===== config.mk =====
export PLATFORM = sky130hd
export DESIGN_NAME = accum_alu
export DESIGN_NICKNAME = d
export VERILOG_FILES = /design/src/rtl/accum_alu_pkg.sv /design/src/rtl/accum_alu_ctrl.sv /design/src/rtl/accum_alu_dp.sv /design/src/rtl/accum_alu_cond.sv /design/src/rtl/accum_alu.sv
export SDC_FILE = /design/constraint.sdc
export NUM_CORES = 1
export LEC_CHECK = 0
export BUFFER_PORTS_ARGS = -buffer_cell sky130_fd_sc_hd__buf_2
export CAP_MARGIN = 20
export CORE_MARGIN = 5
export CORE_UTILIZATION = 50
export DETAILED_ROUTE_END_ITERATION = 12
export GPL_TIMING_DRIVEN = 1
export HOLD_SLACK_MARGIN = 0.06
export PLACE_DENSITY_LB_ADDON = 0.12
export SETUP_SLACK_MARGIN = 0.15
export SYNTH_ARGS = -nofsm -noshare
export SYNTH_HDL_FRONTEND = slang
export SYNTH_HIERARCHICAL = 1
export SYNTH_SLANG_ARGS = --single-unit
export TNS_END_PERCENT = 100

===== constraint.sdc =====
create_clock -name clk -period 8.82 [get_ports clk]
set_input_delay 0.441 -clock clk [delete_from_list [all_inputs] [get_ports clk]]
set_output_delay 0.441 -clock clk [all_outputs]
set_load 0.02 [all_outputs]

===== src/rtl/accum_alu_pkg.sv =====
package accum_alu_pkg;

  localparam int DATA_W   = 8;
  localparam int NIB_W    = DATA_W / 2;
  localparam int OP_W     = 4;
  localparam int COND_W   = 4;
  localparam int FLAG_W   = 5;
  localparam int BCD_MAX  = 9;
  localparam int BCD_FIX  = 6;

  localparam int FLAG_CY  = 0;
  localparam int FLAG_PAR = 1;
  localparam int FLAG_AUX = 2;
  localparam int FLAG_ZER = 3;
  localparam int FLAG_SGN = 4;

  typedef enum logic [OP_W-1:0] {
    OP_ADD  = 4'd0,
    OP_ADC  = 4'd1,
    OP_SUB  = 4'd2,
    OP_SBB  = 4'd3,
    OP_AND  = 4'd4,
    OP_OR   = 4'd5,
    OP_XOR  = 4'd6,
    OP_CMA  = 4'd7,
    OP_CMC  = 4'd8,
    OP_INCA = 4'd9,
    OP_DECA = 4'd10,
    OP_INCR = 4'd11,
    OP_DECR = 4'd12,
    OP_DAA  = 4'd13,
    OP_LOAD = 4'd14,
    OP_NOP  = 4'd15
  } aluOp_e;

  typedef enum logic [COND_W-1:0] {
    CC_ALWAYS = 4'd0,
    CC_CARRY  = 4'd1,
    CC_NCARRY = 4'd2,
    CC_ZERO   = 4'd3,
    CC_NZERO  = 4'd4,
    CC_PEVEN  = 4'd5,
    CC_PODD   = 4'd6,
    CC_PLUS   = 4'd7,
    CC_MINUS  = 4'd8
  } condCode_e;

  typedef enum logic [2:0] {
    RES_ADDER,
    RES_LOGIC,
    RES_CMA,
    RES_DAA,
    RES_PASS
  } resSel_e;

  typedef enum logic [1:0] {
    LG_AND,
    LG_OR,
    LG_XOR,
    LG_NONE
  } logicFn_e;

  typedef struct packed {
    logic     accWr;
    logic     regWr;
    resSel_e  resSel;
    logic     subtract;
    logic     carryIn;
    logic     unitStep;
    logic     incOnOperand;
    logic     szpWr;
    logic     auxWr;
    logic     carryWr;
    logic     carryToggle;
    logicFn_e logicFn;
  } aluCtrl_t;

  typedef struct packed {
    logic sign;
    logic zero;
    logic aux;
    logic parity;
    logic carry;
  } aluFlags_t;

endpackage


===== src/rtl/accum_alu_ctrl.sv =====
module accum_alu_ctrl
  import accum_alu_pkg::*;
(
  input  logic            opValid,
  input  logic [OP_W-1:0] opCode,
  output aluCtrl_t        ctrl
);

  always_comb begin
    ctrl         = '0;
    ctrl.resSel  = RES_ADDER;
    ctrl.logicFn = LG_NONE;
    if (opValid) begin
      case (aluOp_e'(opCode))
        OP_ADD, OP_ADC, OP_SUB, OP_SBB: begin
          ctrl.resSel   = RES_ADDER;
          ctrl.accWr    = 1'b1;
          ctrl.szpWr    = 1'b1;
          ctrl.auxWr    = 1'b1;
          ctrl.carryWr  = 1'b1;
          ctrl.subtract = (aluOp_e'(opCode) == OP_SUB) || (aluOp_e'(opCode) == OP_SBB);
          ctrl.carryIn  = (aluOp_e'(opCode) == OP_ADC) || (aluOp_e'(opCode) == OP_SBB);
        end
        OP_AND, OP_OR, OP_XOR: begin
          ctrl.resSel  = RES_LOGIC;
          ctrl.accWr   = 1'b1;
          ctrl.szpWr   = 1'b1;
          ctrl.auxWr   = 1'b1;
          ctrl.carryWr = 1'b1;
          case (aluOp_e'(opCode))
            OP_AND:  ctrl.logicFn = LG_AND;
            OP_OR:   ctrl.logicFn = LG_OR;
            default: ctrl.logicFn = LG_XOR;
          endcase
        end
        OP_CMA: begin
          ctrl.resSel = RES_CMA;
          ctrl.accWr  = 1'b1;
        end
        OP_CMC: begin
          ctrl.carryToggle = 1'b1;
        end
        OP_INCA, OP_DECA, OP_INCR, OP_DECR: begin
          ctrl.resSel       = RES_ADDER;
          ctrl.unitStep     = 1'b1;
          ctrl.szpWr        = 1'b1;
          ctrl.auxWr        = 1'b1;
          ctrl.subtract     = (aluOp_e'(opCode) == OP_DECA) || (aluOp_e'(opCode) == OP_DECR);
          ctrl.incOnOperand = (aluOp_e'(opCode) == OP_INCR) || (aluOp_e'(opCode) == OP_DECR);
          ctrl.accWr        = !ctrl.incOnOperand;
          ctrl.regWr        = ctrl.incOnOperand;
        end
        OP_DAA: begin
          ctrl.resSel  = RES_DAA;
          ctrl.accWr   = 1'b1;
          ctrl.szpWr   = 1'b1;
          ctrl.auxWr   = 1'b1;
          ctrl.carryWr = 1'b1;
        end
        OP_LOAD: begin
          ctrl.resSel = RES_PASS;
          ctrl.accWr  = 1'b1;
        end
        default: ;
      endcase
    end
  end

endmodule


===== src/rtl/accum_alu_dp.sv =====
module accum_alu_dp
  import accum_alu_pkg::*;
(
  input  logic              clk,
  input  logic              rstN,
  input  aluCtrl_t          ctrl,
  input  logic [DATA_W-1:0] operand,
  output logic [DATA_W-1:0] accQ,
  output logic [DATA_W-1:0] regQ,
  output aluFlags_t         flagsQ
);

  logic [DATA_W-1:0] addA, addB, addBx, addRes;
  logic              addCin, rawCin, addCout;
  logic              adderCarry, adderAux;

  always_comb begin
    addA   = ctrl.incOnOperand ? operand : accQ;
    addB   = ctrl.unitStep ? DATA_W'(1) : operand;
    addCin = ctrl.carryIn & flagsQ.carry;
    addBx  = ctrl.subtract ? ~addB : addB;
    rawCin = ctrl.subtract ? ~addCin : addCin;
    {addCout, addRes} = {1'b0, addA} + {1'b0, addBx} + {{DATA_W{1'b0}}, rawCin};
    adderCarry = ctrl.subtract ? ~addCout : addCout;
    adderAux   = (addA[NIB_W] ^ addBx[NIB_W] ^ addRes[NIB_W]) ^ ctrl.subtract;
  end

  logic [DATA_W-1:0] logicRes;

  always_comb begin
    case (ctrl.logicFn)
      LG_AND:  logicRes = accQ & operand;
      LG_OR:   logicRes = accQ | operand;
      LG_XOR:  logicRes = accQ ^ operand;
      default: logicRes = accQ;
    endcase
  end

  logic              lowFix, hiFix;
  logic [DATA_W:0]   daaLowAdd, daaMid;
  logic [DATA_W-1:0] daaRes;
  logic              daaAux;

  always_comb begin
    lowFix    = (accQ[NIB_W-1:0] > NIB_W'(BCD_MAX)) || flagsQ.aux;
    daaLowAdd = lowFix ? (DATA_W+1)'(BCD_FIX) : '0;
    daaMid    = {1'b0, accQ} + daaLowAdd;
    daaAux    = accQ[NIB_W] ^ daaLowAdd[NIB_W] ^ daaMid[NIB_W];
    hiFix     = (daaMid[DATA_W-1:NIB_W] > NIB_W'(BCD_MAX)) || daaMid[DATA_W] || flagsQ.carry;
    daaRes    = daaMid[DATA_W-1:0] + (hiFix ? DATA_W'(BCD_FIX << NIB_W) : '0);
  end

  logic [DATA_W-1:0] result;
  logic              auxNew, carryNew;

  always_comb begin
    case (ctrl.resSel)
      RES_ADDER: begin result = addRes;   auxNew = adderAux; carryNew = adderCarry; end
      RES_LOGIC: begin result = logicRes; auxNew = 1'b0;     carryNew = 1'b0;       end
      RES_CMA:   begin result = ~accQ;    auxNew = 1'b0;     carryNew = 1'b0;       end
      RES_DAA:   begin result = daaRes;   auxNew = daaAux;   carryNew = hiFix;      end
      default:   begin result = operand;  auxNew = 1'b0;     carryNew = 1'b0;       end
    endcase
  end

  always_ff @(posedge clk) begin
    if (!rstN) begin
      accQ   <= '0;
      regQ   <= '0;
      flagsQ <= '0;
    end else begin
      if (ctrl.accWr) accQ <= result;
      if (ctrl.regWr) regQ <= result;
      if (ctrl.szpWr) begin
        flagsQ.sign   <= result[DATA_W-1];
        flagsQ.zero   <= (result == '0);
        flagsQ.parity <= ~^result;
      end
      if (ctrl.auxWr) flagsQ.aux <= auxNew;
      if (ctrl.carryWr) flagsQ.carry <= carryNew;
      else if (ctrl.carryToggle) flagsQ.carry <= ~flagsQ.carry;
    end
  end

endmodule


===== src/rtl/accum_alu_cond.sv =====
module accum_alu_cond
  import accum_alu_pkg::*;
(
  input  aluFlags_t         flags,
  input  logic [COND_W-1:0] condCode,
  output logic              condTrue
);

  always_comb begin
    case (condCode_e'(condCode))
      CC_ALWAYS: condTrue = 1'b1;
      CC_CARRY:  condTrue = flags.carry;
      CC_NCARRY: condTrue = !flags.carry;
      CC_ZERO:   condTrue = flags.zero;
      CC_NZERO:  condTrue = !flags.zero;
      CC_PEVEN:  condTrue = flags.parity;
      CC_PODD:   condTrue = !flags.parity;
      CC_PLUS:   condTrue = !flags.sign;
      CC_MINUS:  condTrue = flags.sign;
      default:   condTrue = 1'b0;
    endcase
  end

endmodule


===== src/rtl/accum_alu.sv =====
module accum_alu
  import accum_alu_pkg::*;
(
  input  logic              clk,
  input  logic              rstN,
  input  logic              opValid,
  input  logic [OP_W-1:0]   opCode,
  input  logic [DATA_W-1:0] operand,
  input  logic [COND_W-1:0] condCode,
  output logic [DATA_W-1:0] accOut,
  output logic [DATA_W-1:0] regOut,
  output logic [FLAG_W-1:0] flagsOut,
  output logic              condTrue
);

  aluCtrl_t  ctrl;
  aluFlags_t flagsQ;

  accum_alu_ctrl u_ctrl (
    .opValid (opValid),
    .opCode  (opCode),
    .ctrl    (ctrl)
  );

  accum_alu_dp u_dp (
    .clk     (clk),
    .rstN    (rstN),
    .ctrl    (ctrl),
    .operand (operand),
    .accQ    (accOut),
    .regQ    (regOut),
    .flagsQ  (flagsQ)
  );

  accum_alu_cond u_cond (
    .flags    (flagsQ),
    .condCode (condCode),
    .condTrue (condTrue)
  );

  assign flagsOut = flagsQ;

endmodule


# --- After elaboration in Yosys (flattened, before gate mapping) ---
# Cells that the tools add are included.
word_totals:
  wordCells: 105
  regBits: 21
  input_bits: 19
  output_inout_bits: 22
op_classes:
  n_reduce_logical: 25
  bitwise: 14
  addsub: 4
  n_eq_ne: 27
  muxes: 26
  magnitude_cmp: 2
ops:
  columns: ["operator", "count"]
  rows:
  - ["$eq A4 B3 Y1 const B", 8]
  - ["$eq A4 B4 Y1 const B", 8]
  - ["$pmux W8 S4", 1]
  - ["$mux W8", 3]
  - ["$pmux W8 S3", 1]
  - ["$eq A4 B2 Y1 const B", 4]
  - ["$not A8 Y8", 2]
  - ["$mux W15", 1]
  - ["$pmux W3 S4", 1]
  - ["$reduce_or A12 Y1", 1]
  - ["$reduce_or A10 Y1", 1]
  - ["$add A8 B8 Y9", 1]
  - ["$add A8 B9 Y9", 1]
  - ["$add A9 B1 Y9", 1]
  - ["$pmux W1 S9", 1]
  - ["$add A8 B8 Y8", 1]
  - ["$and A8 B8 Y8", 1]
  - ["$eq A4 B1 Y1 const B", 2]
  - ["$gt A4 B4 Y1 const B", 2]
  - ["$logic_not A4 Y1", 2]
  - ["$logic_not A8 Y1", 1]
  - ["$mux W1", 8]
  - ["$or A8 B8 Y8", 1]
  - ["$pmux W1 S2", 4]
  - ["other kinds (22)", 41]

# --- Longest topological paths before layout ---
depth:
  depth_word: 14
  depth_mapped: 20
  depth_no_buf: 19

# --- Cells and area by module ---
# The synthesis kept the hierarchy.
by_module_without_submodules:
  columns: ["mod", "seq_area_each_um2", "area_per_inst_um2", "cells_each", "n_inst"]
  rows:
  - ["accum_alu_dp", 420.4, 2640.0, 335, 1]
  - ["accum_alu_ctrl", 0.0, 244.0, 39, 1]
  - ["accum_alu_cond", 0.0, 75.1, 12, 1]

# --- Worst setup path before layout ---
# OpenSTA, ideal clock, no wires.
synth_timing:
  kind: "input -> register"
  startpoint: "input port opCode[2]"
  endpoint: "register, netlist name u_dp/flagsQ[1]"
  t_required_ns: 8.692
  setup_time_ns: 0.128
  t_arrival_ns: 4.166
  path_stages: 19
  path_buffers: 2
  path_slack_ns: 4.526
  path_cell_list: "buf_4 -> inv_2 -> nand3_1 -> a21boi_1 -> buf_1 -> xnor2_1 -> fa_1 -> fa_1 -> a21oi_1 -> o21ai_0 -> o211ai_1 -> o41ai_1 -> a221oi_1 -> mux2_2 -> ha_1 -> xnor2_1 -> xnor2_1 -> mux2i_1 -> nor2_1"
synth_lines:
  columns: ["item", "line_no", "rtl"]
  rows:
  - ["from (decl)", "accum_alu.sv:7", "input logic [OP_W-1:0] opCode,"]

# --- Final worst setup path ---
layout_timing:
  startpoint: "register u_dp.accQ[2]"
  endpoint: "register, netlist name u_dp/flagsQ[1]"
layout_via:
  elab_chain_cells: 11
  word_cells_on_any_way: 19
  cone_classes: "4 x add/sub; 2 x order compare; 5 x mux; 4 x bitwise; 4 x reduce/logical"
layout_rtl:
  columns: ["item", "line_no", "rtl"]
  rows:
  - ["from (decl)", "accum_alu_dp.sv:8", "output logic [DATA_W-1:0] accQ,"]
  - ["from (signal assigned)", "accum_alu_dp.sv:72", "if (ctrl.accWr) accQ <= result;"]
  - ["$gt A4 B4 Y1", "accum_alu_dp.sv:45", "lowFix = (accQ[NIB_W-1:0] > NIB_W'(BCD_MAX)) || flagsQ.aux;"]
  - ["$logic_or A1 B1 Y1", "accum_alu_dp.sv:45", null]
  - ["$mux W3", "accum_alu_dp.sv:46", "daaLowAdd = lowFix ? (DATA_W+1)'(BCD_FIX) : '0;"]
  - ["$add A8 B9 Y9", "accum_alu_dp.sv:47", "daaMid = {1'b0, accQ} + daaLowAdd;"]
  - ["$gt A4 B4 Y1", "accum_alu_dp.sv:49", "hiFix = (daaMid[DATA_W-1:NIB_W] > NIB_W'(BCD_MAX)) || daaMid[DATA_W] || flagsQ.carry;"]
  - ["$logic_or A1 B1 Y1 (2 in series)", "accum_alu_dp.sv:49", null]
  - ["$mux W7", "accum_alu_dp.sv:50", "daaRes = daaMid[DATA_W-1:0] + (hiFix ? DATA_W'(BCD_FIX << NIB_W) : '0);"]
  - ["$add A8 B8 Y8", "accum_alu_dp.sv:50", null]
  - ["$pmux W8 S4 *", "accum_alu_dp.sv:57", "case (ctrl.resSel)"]
  - ["$reduce_xnor A8 Y1 *", "accum_alu_dp.sv:77", "flagsQ.parity <= ~^result;"]
# Mark *: on every way between the ends. The rest lies on a longest branch, timed or not.
# A chain may end at the register's enable or synchronous reset.

==> out/qor.csv <==
metric;value;unit
htreeDepth;1;
grt_pass1_wl;12.9;mm
rsz0062_at_grt;no;
path_cells;o21ai_0 > nand2b_1 > ha_1 > fa_1 > and4_2 > a21o_1 > a31o_2 > xor2_1 > ha_1 > a2111oi_0 > a221oi_2 > a21oi_2 > a21o_1 > ha_1 > xnor2_1 > xnor2_1 > mux2i_1 > nor2_1;
cts_resized;0;
max-cap-violations;0;
cts_root_buf;clkbuf_8;
clock_skew;2.06;ps
status;finished, final reports clean;
period_needed;4600;ps
required;8960;ps
cp_max_fo;9;
critPathBufInv;0;
clk-insertion-delay-late;260;ps
clock.fmax;217;MHz
min_period_over_period;0.522;
worst_hold_slack;487;ps
drt_iter0_markers;173;
path_delay_family;compound AO/OA/AOI/OAI gates;
drt_wl_total;8.09;mm
synth_cells;386;
initial_core_util;0.506;
yosysSeqAreaShare;0.142;
via_per_inst;5.95;
multi_input_area;2290;um^2
grt_remaining_overflow;0;
preCtsSetupSlack;4130;ps
final_cell_mix;buf_2 (40), nand2_1 (40), ha_1 (31), nor2_1 (29), inv_1 (28);
die_area;7560;um^2
crit_path_end_kind;flip-flop;
synth_warnings;6;
synth_area_per_cell;7.67;um^2
final_max_slew_viol_count;0;
instances_no_fill;484;
p_int;253;uW
ys.flop_type;dfxtp_1;
clk_pin_slew;80;ps
p_sw_frac;0.439;
netSwitchingPower;198;uW
ys_seq_elements;21;
hold_violations;0;
syn_nets;439;
fillers;570;
critPathKind;reg -> reg;
antenna_found_initial;0;
final_antenna_net_count;0;
fin_ws;4220;ps
dp_cells;480;
coreArea;5850;um^2
antenna_cells;0;
min_path_type;reg -> reg;
cp.arrival;4750;ps
cts_made_buffers;3;
grt_pass1_vias;2633;
startpoint_type;flip-flop;
synth.distinct_cells;67;
synth_area_leaders;dfxtp_1 (14%), ha_1 (13%), xnor2_1 (6.2%), nand2_1 (5.1%), o21ai_0 (3.7%);
drc_errors;0;
p_clk_frac;0.139;
port_buffers;40;
synth_edf_count;0;
gp_congestion;0.841;
synth_top_area_cell;dfxtp_1;
cp_common_cell;ha_1;
cts_hold_buf;0;
p_leak;1.44;nW
synth_top_area_share;0.142;
critPathSlowestCell;a2111oi_0;
syn-cell-area;2960;um^2
relSlewSlack;0.322;
pwr-share-comb;0.586;
ff_latch_area;420;um^2
num_rows;28;
clkSinkCount;21;
nNetsFinal;463;
fin_tns_setup;0;ps
place.detailed.hpwl;6.18;mm
peakVddDrop;0.0973;mV
p_per_area;141;nW/um^2
cts_setup_buffers;0;
grt_max_degree;33;
chipHeight;86.9;um
setup_violations;0;
route.vias.total;2880;
dr.pass1.iters;4;
areaGrowthSynthToFinish;8.25;%
io-pin-count;41;
worst_slew_pin_slew;1010;ps
grt_use_total;0.212;
p_seq_frac;0.275;
wl_per_cell;16.7;um
drive_gt1_frac;0.186;
slowest_delay;580;ps
synthArstFlopShare;0;
cts_tree;yes;
cts.path.max_buffers;2;
fp.dieW;86.9;um
-- state kept, by name, indices dropped and copies added, names as in the netlist --
register	flops
u_dp/accQ	8
u_dp/regQ	8
u_dp/flagsQ	5
-- final timing paths --
path         cells past startpoint         start        endpoint  slack [ps]
max reg2reg                     18  u_dp/accQ[2]  u_dp/flagsQ[1]        4220
min                              2  u_dp/regQ[0]    u_dp/regQ[0]         490
max                             18  u_dp/accQ[2]  u_dp/flagsQ[1]        4220
min reg2reg                      2  u_dp/regQ[0]    u_dp/regQ[0]         490
-- power by group through the flow --
stage | clock (mW) | sequential (mW) | combinational (mW)
2_1_floorplan | 0 | 0.126 | 0.200
5_1_grt | 0.0688 | 0.126 | 0.296
3_3_place_gp | 0 | 0.126 | 0.259
3_5_place_dp | 0 | 0.126 | 0.262
6_report | 0.0629 | 0.124 | 0.265
4_1_cts | 0.0648 | 0.124 | 0.264
-- metrics by stage --
stage / cell area, um^2 / util / total power, mW
CTS: 3200 / 0.547 / 0.452
global route: 3200 / 0.547 / 0.490
floorplan: 2960 / - / 0.327
global placement: 3160 / 0.540 / 0.385
detailed placement: 3160 / 0.540 / 0.388
finish: 3200 / 0.547 / 0.452
-- synth_stat cells (4+ instances only) --
cell,n
inv_1,28
dfxtp_1,21
nand2b_1,10
or3_1,9
buf_4,9
a21o_1,6
nor3_1,5
nor2b_1,8
o31ai_1,5
nand3_1,9
a211oi_1,13
a31oi_1,5
nand4_1,5
ha_1,31
a21oi_1,15
clkbuf_1,12
xnor2_1,21
mux4_2,4
mux2_2,4
nor2_1,29
nand2_1,40
o21ai_0,22
-- cells by family (layout without fill, tap and decap cells) --
| group | after synthesis | count (layout) | synth area share |
|---|---|---|---|
| xor+xnor | 24 | 24 | 0.0710 |
| mux | 12 | 12 | 0.0664 |
| flops | 21 | 21 | 0.142 |
| compound gates | 109 | 109 | 0.267 |
| simple gates | 130 | 130 | 0.216 |
| fa+ha+maj | 34 | 34 | 0.151 |
| buf+inv | 56 | 79 | 0.0862 |
-- worst min-delay path, delay by kind of cell (launching register included) --
kind / cells / cell delay (ps)
DFF: 1 / 310
and+or+nand+nor: 1 / 80
AOI/OAI and AO/OA: 1 / 50
-- routing by layer --
metal | share of wire | track usage
met5 | 0 | 0
met4 | 0.021 | 0.0637
met3 | 0.066 | 0.0312
met2 | 0.47 | 0.346
met1 | 0.45 | 0.289
-- final cells by class --
| type | count | area share |
|---|---|---|
| Inverter | 30 | 0.0352 |
| Multi-Input combinational cell | 309 | 0.716 |
| Clock buffer | 3 | 0.0129 |
| Clock inverter | 1 | 0.00156 |
| Sequential cell | 21 | 0.131 |
| Tap cell | 75 | 0.0293 |
| Timing Repair Buffer | 45 | 0.0742 |
Note: power is estimated with default switching activity, not from simulation.
